$ cat config.mk
export PLATFORM = sky130hd
export DESIGN_NAME = edge_bit_finder
export DESIGN_NICKNAME = d
export VERILOG_FILES = /design/src/rtl/edge_bit_pkg.sv /design/src/rtl/bit_mirror.sv /design/src/rtl/lowest_one_isolator.sv /design/src/rtl/onehot_index_encoder.sv /design/src/rtl/edge_bit_finder.sv
export SDC_FILE = /design/constraint.sdc
export NUM_CORES = 1
export LEC_CHECK = 0
export BUFFER_PORTS_ARGS = -buffer_cell sky130_fd_sc_hd__clkbuf_2
export CAP_MARGIN = 15
export CORE_MARGIN = 3
export CORE_UTILIZATION = 52
export DETAILED_ROUTE_END_ITERATION = 10
export PLACE_DENSITY = 0.94
export SLEW_MARGIN = 20
export SYNTH_ARGS = -nofsm -noshare
export SYNTH_HDL_FRONTEND = slang
export SYNTH_SLANG_ARGS = --single-unit
$ cat constraint.sdc
create_clock -name vclk -period 3.3
set_clock_uncertainty 0.15 [all_clocks]
set_input_delay 0.825 -clock vclk [all_inputs]
set_output_delay 0.825 -clock vclk [all_outputs]
set_load 0.005 [all_outputs]
$ cat src/rtl/edge_bit_pkg.sv
package edge_bit_pkg;

    typedef enum logic {
        SCAN_LOW  = 1'b0,
        SCAN_HIGH = 1'b1
    } scan_dir_e;

    function automatic int idx_width(input int w);
        return (w > 1) ? $clog2(w) : 1;
    endfunction

endpackage

$ cat src/rtl/bit_mirror.sv
module bit_mirror #(
    parameter int WIDTH = 16
) (
    input  logic [WIDTH-1:0] din,
    input  logic             flip,
    output logic [WIDTH-1:0] dout
);

    logic [WIDTH-1:0] reversed;

    for (genvar g = 0; g < WIDTH; g++) begin : g_rev
        assign reversed[g] = din[WIDTH-1-g];
    end

    assign dout = flip ? reversed : din;

endmodule

$ cat src/rtl/lowest_one_isolator.sv
module lowest_one_isolator #(
    parameter int WIDTH = 16
) (
    input  logic [WIDTH-1:0] vec,
    output logic [WIDTH-1:0] mask
);

    localparam logic [WIDTH-1:0] ONE = WIDTH'(1);

    logic [WIDTH-1:0] negated;

    assign negated = (~vec) + ONE;
    assign mask    = vec & negated;

    always_comb begin
        AST_MASK_ONEHOT: assert ($onehot0(mask));
        AST_MASK_INSIDE_INPUT: assert ((mask & ~vec) == '0);
        AST_MASK_NONZERO: assert ((vec == '0) || (mask != '0));
    end

endmodule

$ cat src/rtl/onehot_index_encoder.sv
module onehot_index_encoder #(
    parameter int WIDTH = 16,
    parameter int IDX_W = 4
) (
    input  logic [WIDTH-1:0] onehot,
    output logic [IDX_W-1:0] idx
);

    always_comb begin
        idx = '0;
        for (int i = 0; i < WIDTH; i++) begin
            if (onehot[i]) begin
                idx = idx | IDX_W'(i);
            end
        end
    end

    always_comb begin
        AST_ENC_SELECTS_SET_BIT: assert ((onehot == '0) || onehot[idx]);
    end

endmodule

$ cat src/rtl/edge_bit_finder.sv
module edge_bit_finder #(
    parameter int WIDTH = 16,
    parameter int IDX_W = edge_bit_pkg::idx_width(WIDTH)
) (
    input  logic [WIDTH-1:0] data_in,
    input  logic             from_top,
    output logic [WIDTH-1:0] onehot_out,
    output logic [IDX_W-1:0] index_out,
    output logic             any_set
);

    import edge_bit_pkg::*;

    localparam logic [IDX_W-1:0] TOP_IDX = IDX_W'(WIDTH - 1);

    scan_dir_e        dir;
    logic             flip;
    logic [WIDTH-1:0] oriented;
    logic [WIDTH-1:0] raw_mask;
    logic [IDX_W-1:0] raw_idx;

    assign dir  = scan_dir_e'(from_top);
    assign flip = (dir == SCAN_HIGH);

    bit_mirror #(.WIDTH(WIDTH)) u_mirror_in (
        .din  (data_in),
        .flip (flip),
        .dout (oriented)
    );

    lowest_one_isolator #(.WIDTH(WIDTH)) u_isolate (
        .vec  (oriented),
        .mask (raw_mask)
    );

    bit_mirror #(.WIDTH(WIDTH)) u_mirror_out (
        .din  (raw_mask),
        .flip (flip),
        .dout (onehot_out)
    );

    onehot_index_encoder #(.WIDTH(WIDTH), .IDX_W(IDX_W)) u_encode (
        .onehot (raw_mask),
        .idx    (raw_idx)
    );

    assign any_set = |raw_mask;

    always_comb begin
        index_out = '0;
        if (any_set) begin
            unique case (dir)
                SCAN_LOW:  index_out = raw_idx;
                SCAN_HIGH: index_out = TOP_IDX - raw_idx;
                default:   index_out = '0;
            endcase
        end
    end

    always_comb begin
        AST_ZERO_MEANS_NO_FLAG: assert ((data_in == '0) == !any_set);
        AST_ZERO_OUTPUTS: assert (any_set || (onehot_out == '0 && index_out == '0));
        AST_INDEX_IN_RANGE: assert (index_out <= TOP_IDX);
        AST_MARK_IS_INPUT_BIT: assert ((onehot_out & ~data_in) == '0);
        AST_INDEX_MATCHES_MARK: assert (!any_set || onehot_out[index_out]);
    end

endmodule

==> metrics, run 1 <==
syn avg cell area=6.78 µm²; port bufs=38; number of distinct library cells after synthesis=46; Cells after DPL=224; First Err=[ERROR DPL-0038] Utilization greater than 100%, impossible to legalize; Last stage=5_1_grt; Starting Density=57.8%; pre-CTS setup slack=-0.298 ns; Worst endpoint, post-GRT repair=index_out[2]; Post-Synthesis Cells=136; Post-Syn Area=922 µm²; Final HPWL DP=2890 µm; IO Pins=38; Rows=14; Seq/Total Area, Yosys=0%; die height=48.1 µm; gpl congestion=approximately 0.96; yosys warns=0; Syn Nets=approximately 150; Worst endpoint type=primary output; largest net degree at the start of global routing=13; status=did not finish; Die Width=about 48 µm; placement-stage cell area=1360 µm²
-- kinds of logic after synthesis --
kind of cell    after synthesis  share of synthesized area, %
simple gates                 67                          46.7
buf+inv                      19                          11.5
xor+xnor                      2                          1.90
compound gates               45                          36.6
mux                           3                          3.26
-- timing repair --
action | in CTS
buffers inserted | 2
setup endpoints to repair | 18
pin swaps | 10
resized for setup | 19
hold buffers | 0
cloned | 1
-- metrics by stage --
stage / hold slack [ns] / utilization, %
global placement: 1.85 / 85.3
detailed placement: 1.87 / 85.3
floorplan: 1.55 / -
CTS: 1.89 / 94.3
-- cells in the mapped netlist, drive strengths merged, types with 2 or more instances --
master / number / area share, %
a2111oi: 2 / 3.3
a211oi: 3 / 2.4
a21oi: 5 / 2.7
a31oi: 2 / 1.4
and3: 3 / 2.0
and3b: 3 / 2.8
buf: 7 / 6.4
clkbuf: 5 / 2.3
inv: 7 / 2.8
mux2i: 3 / 3.3
nand2: 7 / 2.8
nand3: 3 / 1.6
nor2: 20 / 8.7
nor2b: 3 / 2.0
nor3: 10 / 7.6
nor3b: 8 / 9.4
nor4: 3 / 2.7
nor4b: 2 / 2.6
o2111ai: 2 / 1.9
o21a: 5 / 4.1
o21ai: 7 / 3.8
o21bai: 2 / 1.6
o22ai: 6 / 5.4
o31ai: 5 / 4.1
o32a: 2 / 2.2
xnor2: 2 / 1.9
==> run 2, diff against run 1 <==
--- a/config.mk
+++ b/config.mk
@@ -7,10 +7,10 @@
 export LEC_CHECK = 0
 export BUFFER_PORTS_ARGS = -buffer_cell sky130_fd_sc_hd__clkbuf_2
 export CAP_MARGIN = 15
-export CORE_MARGIN = 3
-export CORE_UTILIZATION = 52
+export CORE_AREA = 3 3 64 66
 export DETAILED_ROUTE_END_ITERATION = 10
-export PLACE_DENSITY = 0.94
+export DIE_AREA = 0 0 67 69
+export PLACE_DENSITY_LB_ADDON = 0.15
 export SLEW_MARGIN = 20
 export SYNTH_ARGS = -nofsm -noshare
 export SYNTH_HDL_FRONTEND = slang
==> run 2 against run 1 <==
Net effect: synthesized cell count is the same; the flow now finishes, with violations (setup timing); synthesized area is the same.
==> metrics, run 2 <==
FF/Latch Area=0 µm²; Final Worst Setup Slack=-0.190 ns; clock period minus final worst setup slack=approximately 3.5 ns; crit path DAT=2.51 ns; metal2 WL=2300 µm; DRC=0; Post-Syn Area=a little over 900 µm²; DRT antenna net count=0; Post-Synthesis Cells=between 100 and 150; met3 wire length=112 µm; Max-slew headroom=78.0%; CP bufs+invs=4; hold_sp=data_in[4]; failing checks=setup timing; top post-synthesis cells by area=nor2_1, buf_6, nor3_2, nor3b_2, o21a_1; Hold WC Path Type=input port to output port; syn avg cell area=6.78 µm²; Pwr per Cell Area=104 nW/µm²; largest net degree at the start of global routing=12; Vias=1391; Die Width=67 µm; Max Cap Violations=0; biggest area consumer among synthesized cells=nor2_1; Layout fillers=roughly 360; wire per inst=15.0 µm; FFs & Latches=0; Critical Path RT=2.32 ns; Total Power=0.000202 W; CP Class=input port to output port; Final HPWL DP=2990 µm; Total Routing Usage GR=16.9%; Starting Density=25.4%; 1st-pass router iterations=4; WL final=4100 µm; CP Cell Sequence=buf_6 > buf_6 > nor4_4 > o22ai_4 > buf_6 > a2111oi_4 > a2111oi_2 > xnor2_1 > nor2_1 > buf_2; CP top delay family=compound AO/OA/AOI/OAI gates; die height=~70 µm; number of distinct library cells after synthesis=46; gpl congestion=0.816; crit share post-route=106%; final hold vios=0; Setup-failing EPs final=17; post-synth top area share=7.33%; initial antenna violation count=0; yosys warns=0; # clk buffers=0; CTS hold repair buffers=0; Worst path max stage delay=0.38 ns; Peak VDD IR=0.0000337 V; most frequent cells in the layout=buf_4, clkbuf_2, nor2_1; Worst-Margin Slew=0.326 ns; Syn Nets=roughly 150; Hold Path End=onehot_out[4]; Diodes inserted=0; RSZ-0062 raised after global routing=true; WL met1=1640 µm; Setup TNS=-2.03 ns; die area=4620 µm²; leading cell type in the layout, fill and taps excluded=buf_4; first-pass GRT wire length=between 6000 and 7000 µm; crit path max fanout=5; port bufs=38; Worst path slowest cell=a2111oi_4; vias in the first global route=1383; Final Max Slew Viols=0; placement-stage cell area=1460 µm²; cell leakage power=0.863 nW; FMAX=287 MHz; hold-critical path depth=3; Startpoint Class=input port; status=finished, violations left; drt via density=5.10; Most common cell on crit path=buf_6; Congestion Overflow GR=0; Rows=22; count leader, synth=nor2_1; Post-synth top cells=nor2_1, inv_1, nand2_1, nor3_1; Design Area, Final=1950 µm²; IO Pins=38; Core ar.=between 3000 and 4000 µm²; initial drt markers=50; Crit. End Element=output port; Seq/Total Area, Yosys=0%; Final nets=approximately 240; uppermost routed layer=met4; footprint of the multi-input gates=1110 µm²; Area Overhead vs Synth=112%; layout cell share with drive strength beyond 1=between 60% and 70%
==> run 2: cell type report <==
type                       instances  area share [%]
timing repair buffer             101            38.7
multi-input combinational        117            56.9
inverter                           7            1.35
tap                               48            3.08
==> run 2: cell families after synthesis <==
| kind of cell | Yosys count | share of synthesized area, % |
|---|---|---|
| simple gates | 67 | 46.7 |
| mux | 3 | 3.26 |
| xor+xnor | 2 | 1.90 |
| compound gates | 45 | 36.6 |
| buf+inv | 19 | 11.5 |
==> run 2: per-layer routing <==
layer / global-route usage [%] / vias to the layer above
met2: 33.7 / 29
li1: - / 697
met4: 0.901 / 0
met5: 0 / -
met3: 0.326 / 6
met1: 20.1 / 659
==> run 2: timing repair <==
action,4_1_cts,5_1_grt
pin swaps,16,31
gates resized for setup,32,47
gates cloned,1,0
endpoints found under the setup margin,20,17
setup buffers,10,7
==> run 2: worst max-delay path by stage <==
stage	startpoint	end	slack, ns	cells past startpoint
6_report	data_in[12]	index_out[2]	-0.19	10
5_1_grt	from_top	index_out[2]	-0.28	11
4_1_cts	from_top	onehot_out[0]	-0.19	9
3_5_place_dp	from_top	onehot_out[0]	-0.34	8
3_3_place_gp	from_top	onehot_out[0]	-0.29	8
2_1_floorplan	data_in[8]	onehot_out[0]	0.12	6
==> run 2: where the power goes <==
part | leakage [nW] | internal, W | total (W) | switching (W)
sequential | 0 | 0 | 0 | 0
combinational | 0.863 | 0.000102 | 0.000202 | 0.000100
clock | 0 | 0 | 0 | 0
==> run 2: stage by stage <==
stage | util, % | cells | setup slack, ns | hold WS, ns
after floorplan | - | 136 | 0.121 | 1.55
after global placement | 40.1 | 257 | -0.287 | 1.83
after CTS | 48.0 | 267 | -0.192 | 1.84
after global routing | 53.7 | 273 | -0.284 | 1.88
final | 53.7 | 273 | -0.190 | 1.85
after detailed placement | 40.1 | 257 | -0.338 | 1.83
Power figures use the tool's default switching activity.
==> run 3, diff against run 2 <==
--- a/config.mk
+++ b/config.mk
@@ -5,6 +5,7 @@
 export SDC_FILE = /design/constraint.sdc
 export NUM_CORES = 1
 export LEC_CHECK = 0
+export ABC_AREA = 1
 export BUFFER_PORTS_ARGS = -buffer_cell sky130_fd_sc_hd__clkbuf_2
 export CAP_MARGIN = 15
 export CORE_AREA = 3 3 64 66
==> run 3 against run 2 <==
Net effect: the flow now finishes without violations; fmax increased by 8.9%; non-clock buffer count decreased by 19; total power increased by 22%; critical path depth increased by 4; first-iteration DRC count increased by 6.0%; core utilization increased by 2.1 points; critical endpoint is now index_out[1]; via count increased by 22%; synthesized area increased by 27%.
==> metrics, run 3 <==
die area=4620 µm²; CP Class=input port to output port; largest net degree at the start of global routing=27; initial antenna violation count=0; Critical Path RT=2.32 ns; Max-slew headroom=between 70% and 80%; count leader, synth=nand2_1; Die Width=67 µm; drt via density=between 4 and 5; biggest area consumer among synthesized cells=nand2_1; FFs & Latches=0; post-synth top area share=28.8%; status=finished clean; syn avg cell area=5.06 µm²; final hold vios=0; wire per inst=around 13 µm; Seq/Total Area, Yosys=0%; Peak VDD IR=0.0000732 V; Vias=1692; Congestion Overflow GR=0; DRC=0; Startpoint Class=input port; 1st-pass router iterations=4; cell leakage power=1.09 nW; FMAX=312 MHz; Post-synth top cells=nand2_1, inv_1, nor2_1, nand3_1, nand2_2; CTS hold repair buffers=0; FF/Latch Area=0 µm²; Worst-Margin Slew=approximately 0.39 ns; # clk buffers=0; number of distinct library cells after synthesis=26; yosys warns=0; vias in the first global route=1491; Rows=22; Post-Synthesis Cells=approximately 230; Crit. End Element=output port; pre-CTS setup slack=-0.0295 ns; gpl congestion=around 0.91; Hold WC Path Type=input port to output port; most frequent cells in the layout=nand2_1, buf_4, nand2_2, clkbuf_2, inv_1; Final nets=around 330; Final Max Slew Viols=0; die height=69 µm; Core ar.=3630 µm²; initial drt markers=53; top post-synthesis cells by area=nand2_1, inv_1, nor2_1, nand2_2, nor2_4; layout cell share with drive strength beyond 1=57.5%; Syn Nets=249; Total Routing Usage GR=16.7%; Final Worst Setup Slack=0.0966 ns; leading cell type in the layout, fill and taps excluded=nand2_1; crit path DAT=2.23 ns; Starting Density=32.3%; clock period minus final worst setup slack=approximately 3.2 ns; WL final=~4500 µm; Diodes inserted=0; port bufs=38; IO Pins=38; DRT antenna net count=0; Layout fillers=399; RSZ-0062 raised after global routing=true; Final HPWL DP=between 3000 and 4000 µm; Core Util, Final=between 50% and 60%; crit path max fanout=7; Pwr per Cell Area=122 nW/µm²; first-pass GRT wire length=6500 µm; Area Overhead vs Synth=72.5%; Max Cap Violations=0; Setup-failing EPs final=0; Post-Syn Area=between 1000 and 1500 µm²; crit share post-route=97.1%
[run 3: per-stage QoR]
step	setup TNS [ns]	instances	hold slack, ns	area [µm²]	total power, W
2_1_floorplan	0	232	1.57	1170	0.000117
3_3_place_gp	-0.128	346	1.78	1640	0.000185
3_5_place_dp	-0.0816	346	1.80	1640	0.000185
4_1_cts	0	348	1.79	1660	0.000189
5_1_grt	-0.0657	356	1.84	2030	0.000271
6_report	0	356	1.81	2030	0.000247
[run 3: cell families after synthesis]
group / share of synthesized area, %
buffers and inverters: 15.4
AO/OA/AOI/OAI: 12.0
AND/OR/NAND/NOR: 72.5
[run 3: cell type report]
cell class | count | area (µm²) | share of cell area [%]
multi-input combinational | 195 | 1250 | 61.6
timing repair inverter | 1 | 8.76 | 0.432
timing repair buffer | 82 | 584 | 28.8
tap | 48 | 60.1 | 2.96
inverter | 30 | 125 | 6.17
[run 3: final timing paths]
| check | start | to | slack [ns] | cells after the start |
|---|---|---|---|---|
| worst max-delay path | from_top | index_out[1] | 0.1 | 14 |
| worst min-delay path | data_in[9] | onehot_out[9] | 1.81 | 4 |
[run 3: critical path, cell delays in order]
cell and delay [ns]:
buf_12 0.13, clkbuf_16 0.16, nand2_1 0.07, nand2_2 0.08, nor2_4 0.15, nand2_4 0.11
nor2_4 0.14, nand3_2 0.10, nand2_2 0.08, nor2_1 0.05, nand3_2 0.08, inv_2 0.05
nor2_1 0.09, clkbuf_2 0.11
[run 3: what timing repair did]
item / CTS / global route
endpoints found under the setup margin: 5 / 13
setup buffers: 2 / 4
resized for setup: 3 / 83
pin swaps: 3 / 31
cloned: 0 / 4
[run 3: metal layers]
layer	track usage [%]	part of all wire, %
met1	24.4	46
met2	27.9	50
met3	0.326	2.8
met4	1.13	2.0
met5	0	0
[run 3: power breakdown]
group	internal (W)	total (W)	switching (W)
Combinational	0.000102	0.000247	0.000146
Clock	0	0	0
Sequential	0	0	0
==> run 4, diff against run 3 <==
--- a/config.mk
+++ b/config.mk
@@ -6,7 +6,7 @@
 export NUM_CORES = 1
 export LEC_CHECK = 0
 export ABC_AREA = 1
-export BUFFER_PORTS_ARGS = -buffer_cell sky130_fd_sc_hd__clkbuf_2
+export BUFFER_PORTS_ARGS = -buffer_cell sky130_fd_sc_hd__buf_2
 export CAP_MARGIN = 15
 export CORE_AREA = 3 3 64 66
 export DETAILED_ROUTE_END_ITERATION = 10
==> run 4 against run 3 <==
Net effect: non-clock buffer count fell by 4; sequential cell count did not move; core utilization fell by 1.1 points; cell area fell by 2.0%; global-route usage fell by 1.1 points; via count fell by 2.5%; largest cell class unchanged.
==> metrics, run 4 (synthesis results as in run 3) <==
status=finished clean; Worst path slowest cell=clkbuf_16; hold_sp=data_in[0]; Hold WC Path Type=input port to output port; Total Routing Usage GR=15.6%; Design Area, Final=1990 µm²; Cells after DPL=approximately 340; largest net degree at the start of global routing=27; FMAX=311 MHz; 1st-pass router iterations=4; Switch Pwr=approximately 0.00014 W; Seq pwr share=0%; first-pass GRT wire length=between 6000 and 7000 µm; Critical Path RT=approximately 2.3 ns; DRC=0; drt via density=4.69; DRT antenna net count=0; port bufs=38; die height=69 µm; die area=4620 µm²; clock period minus final worst setup slack=approximately 3.2 ns; cell leakage power=1.07 nW; most frequent cells in the layout=nand2_1, buf_2, nand2_2, buf_4, inv_1; Die Width=~67 µm; Pwr per Cell Area=122 nW/µm²; # clk buffers=0; gpl congestion=0.940; FFs & Latches=0; wire per inst=12.0 µm; Starting Density=32.3%; Worst path max stage delay=0.16 ns; internal power=0.0000986 W; Congestion Overflow GR=0; crit path max fanout=8; IO Pins=38; Core ar.=3630 µm²; crit path DAT=around 2.2 ns; Final HPWL DP=3060 µm; Peak VDD IR=roughly 0.000066 V; hold-critical path depth=3; Vias=~1700; Clk pwr share=0%; final hold vios=0; Worst Setup SP=from_top; Area Overhead vs Synth=69.1%; leading cell type in the layout, fill and taps excluded=nand2_1; Final Max Slew Viols=0; initial drt markers=between 70 and 80; Hold Path End=onehot_out[1]; Setup-failing EPs final=0; Sw Share=about three fifths; Cell Count, Final, Fillers Out=352; Worst-Margin Slew=~0.32 ns; CTS hold repair buffers=0; CP bufs+invs=3; CP Cell Sequence=buf_12 > clkbuf_16 > nand2_1 > nand2_2 > nor2_4 > nand2_2 > nor2_4 > nand2_2 > nor2_4 > nor2_1 > nand3_1 > nand2_1 > nor2_1 > buf_2; CP Class=input port to output port; vias in the first global route=~1400; crit share post-route=97.4%; Rows=22; WL final=4220 µm; placement-stage cell area=1600 µm²; Final nets=323; Max-slew headroom=between 70% and 80%; Logic pwr share=100.0%; CP top delay family=simple AND/OR/NAND/NOR gates; Crit. End Element=output port; Max Cap Violations=0; Startpoint Class=input port; initial antenna violation count=0; layout cell share with drive strength beyond 1=56.3%; Total Power=0.000243 W; FF/Latch Area=0 µm²; Diodes inserted=0
-- run 4: cell count changes in the layout (fill, tap and decap cells not counted), sizes merged --
| cell | previous run | this run |
|---|---|---|
| buf | 45 | 77 |
| clkbuf | 37 | 1 |
-- run 4: metrics by stage --
step	setup TNS, ns	utilization [%]	setup slack [ns]	hold WS [ns]
after global placement	-0.177	44.1	-0.0474	1.79
final	0	54.7	0.0845	1.80
after detailed placement	-0.225	44.1	-0.0516	1.79
after CTS	0	44.7	0.00155	1.79
after floorplan	0	-	0.295	1.57
after global routing	-0.126	54.7	-0.0438	1.83
-- run 4: area by class of cell --
type,instances,area (µm²)
Timing Repair Buffer,78,544
Timing Repair inverter,1,8.76
Fill cell,391,1650
Inverter,30,125
Multi-Input combinational cell,195,1250
Tap cell,48,60.1
-- run 4: timing repair --
item	CTS	global route
resized for setup	6	80
endpoints found under the setup margin	5	18
pin swaps	0	40
setup buffers	0	6
cloned	0	3
-- run 4: power groups by stage --
| stage | sequential, W | clock [W] | combinational, W |
|---|---|---|---|
| floorplan | 0 | 0 | 0.000117 |
| global placement | 0 | 0 | 0.000180 |
| detailed placement | 0 | 0 | 0.000179 |
| CTS | 0 | 0 | 0.000184 |
| global route | 0 | 0 | 0.000264 |
| finish | 0 | 0 | 0.000243 |
-- run 4: how the worst max path moves through the flow --
stage | to | depth (start not counted)
after detailed placement | index_out[1] | 14
after floorplan | index_out[1] | 15
final | index_out[1] | 14
after global placement | index_out[0] | 13
after global routing | index_out[0] | 14
after CTS | index_out[1] | 14
-- run 4: metal layers --
metal / up-vias / global-route usage (%) / wire [µm]
met3: 4 / 0.163 / 163
met2: 39 / 26.2 / 2080
met5: - / 0 / 0
met1: 731 / 22.8 / 1930
met4: 0 / 1.13 / 53
li1: 876 / - / -
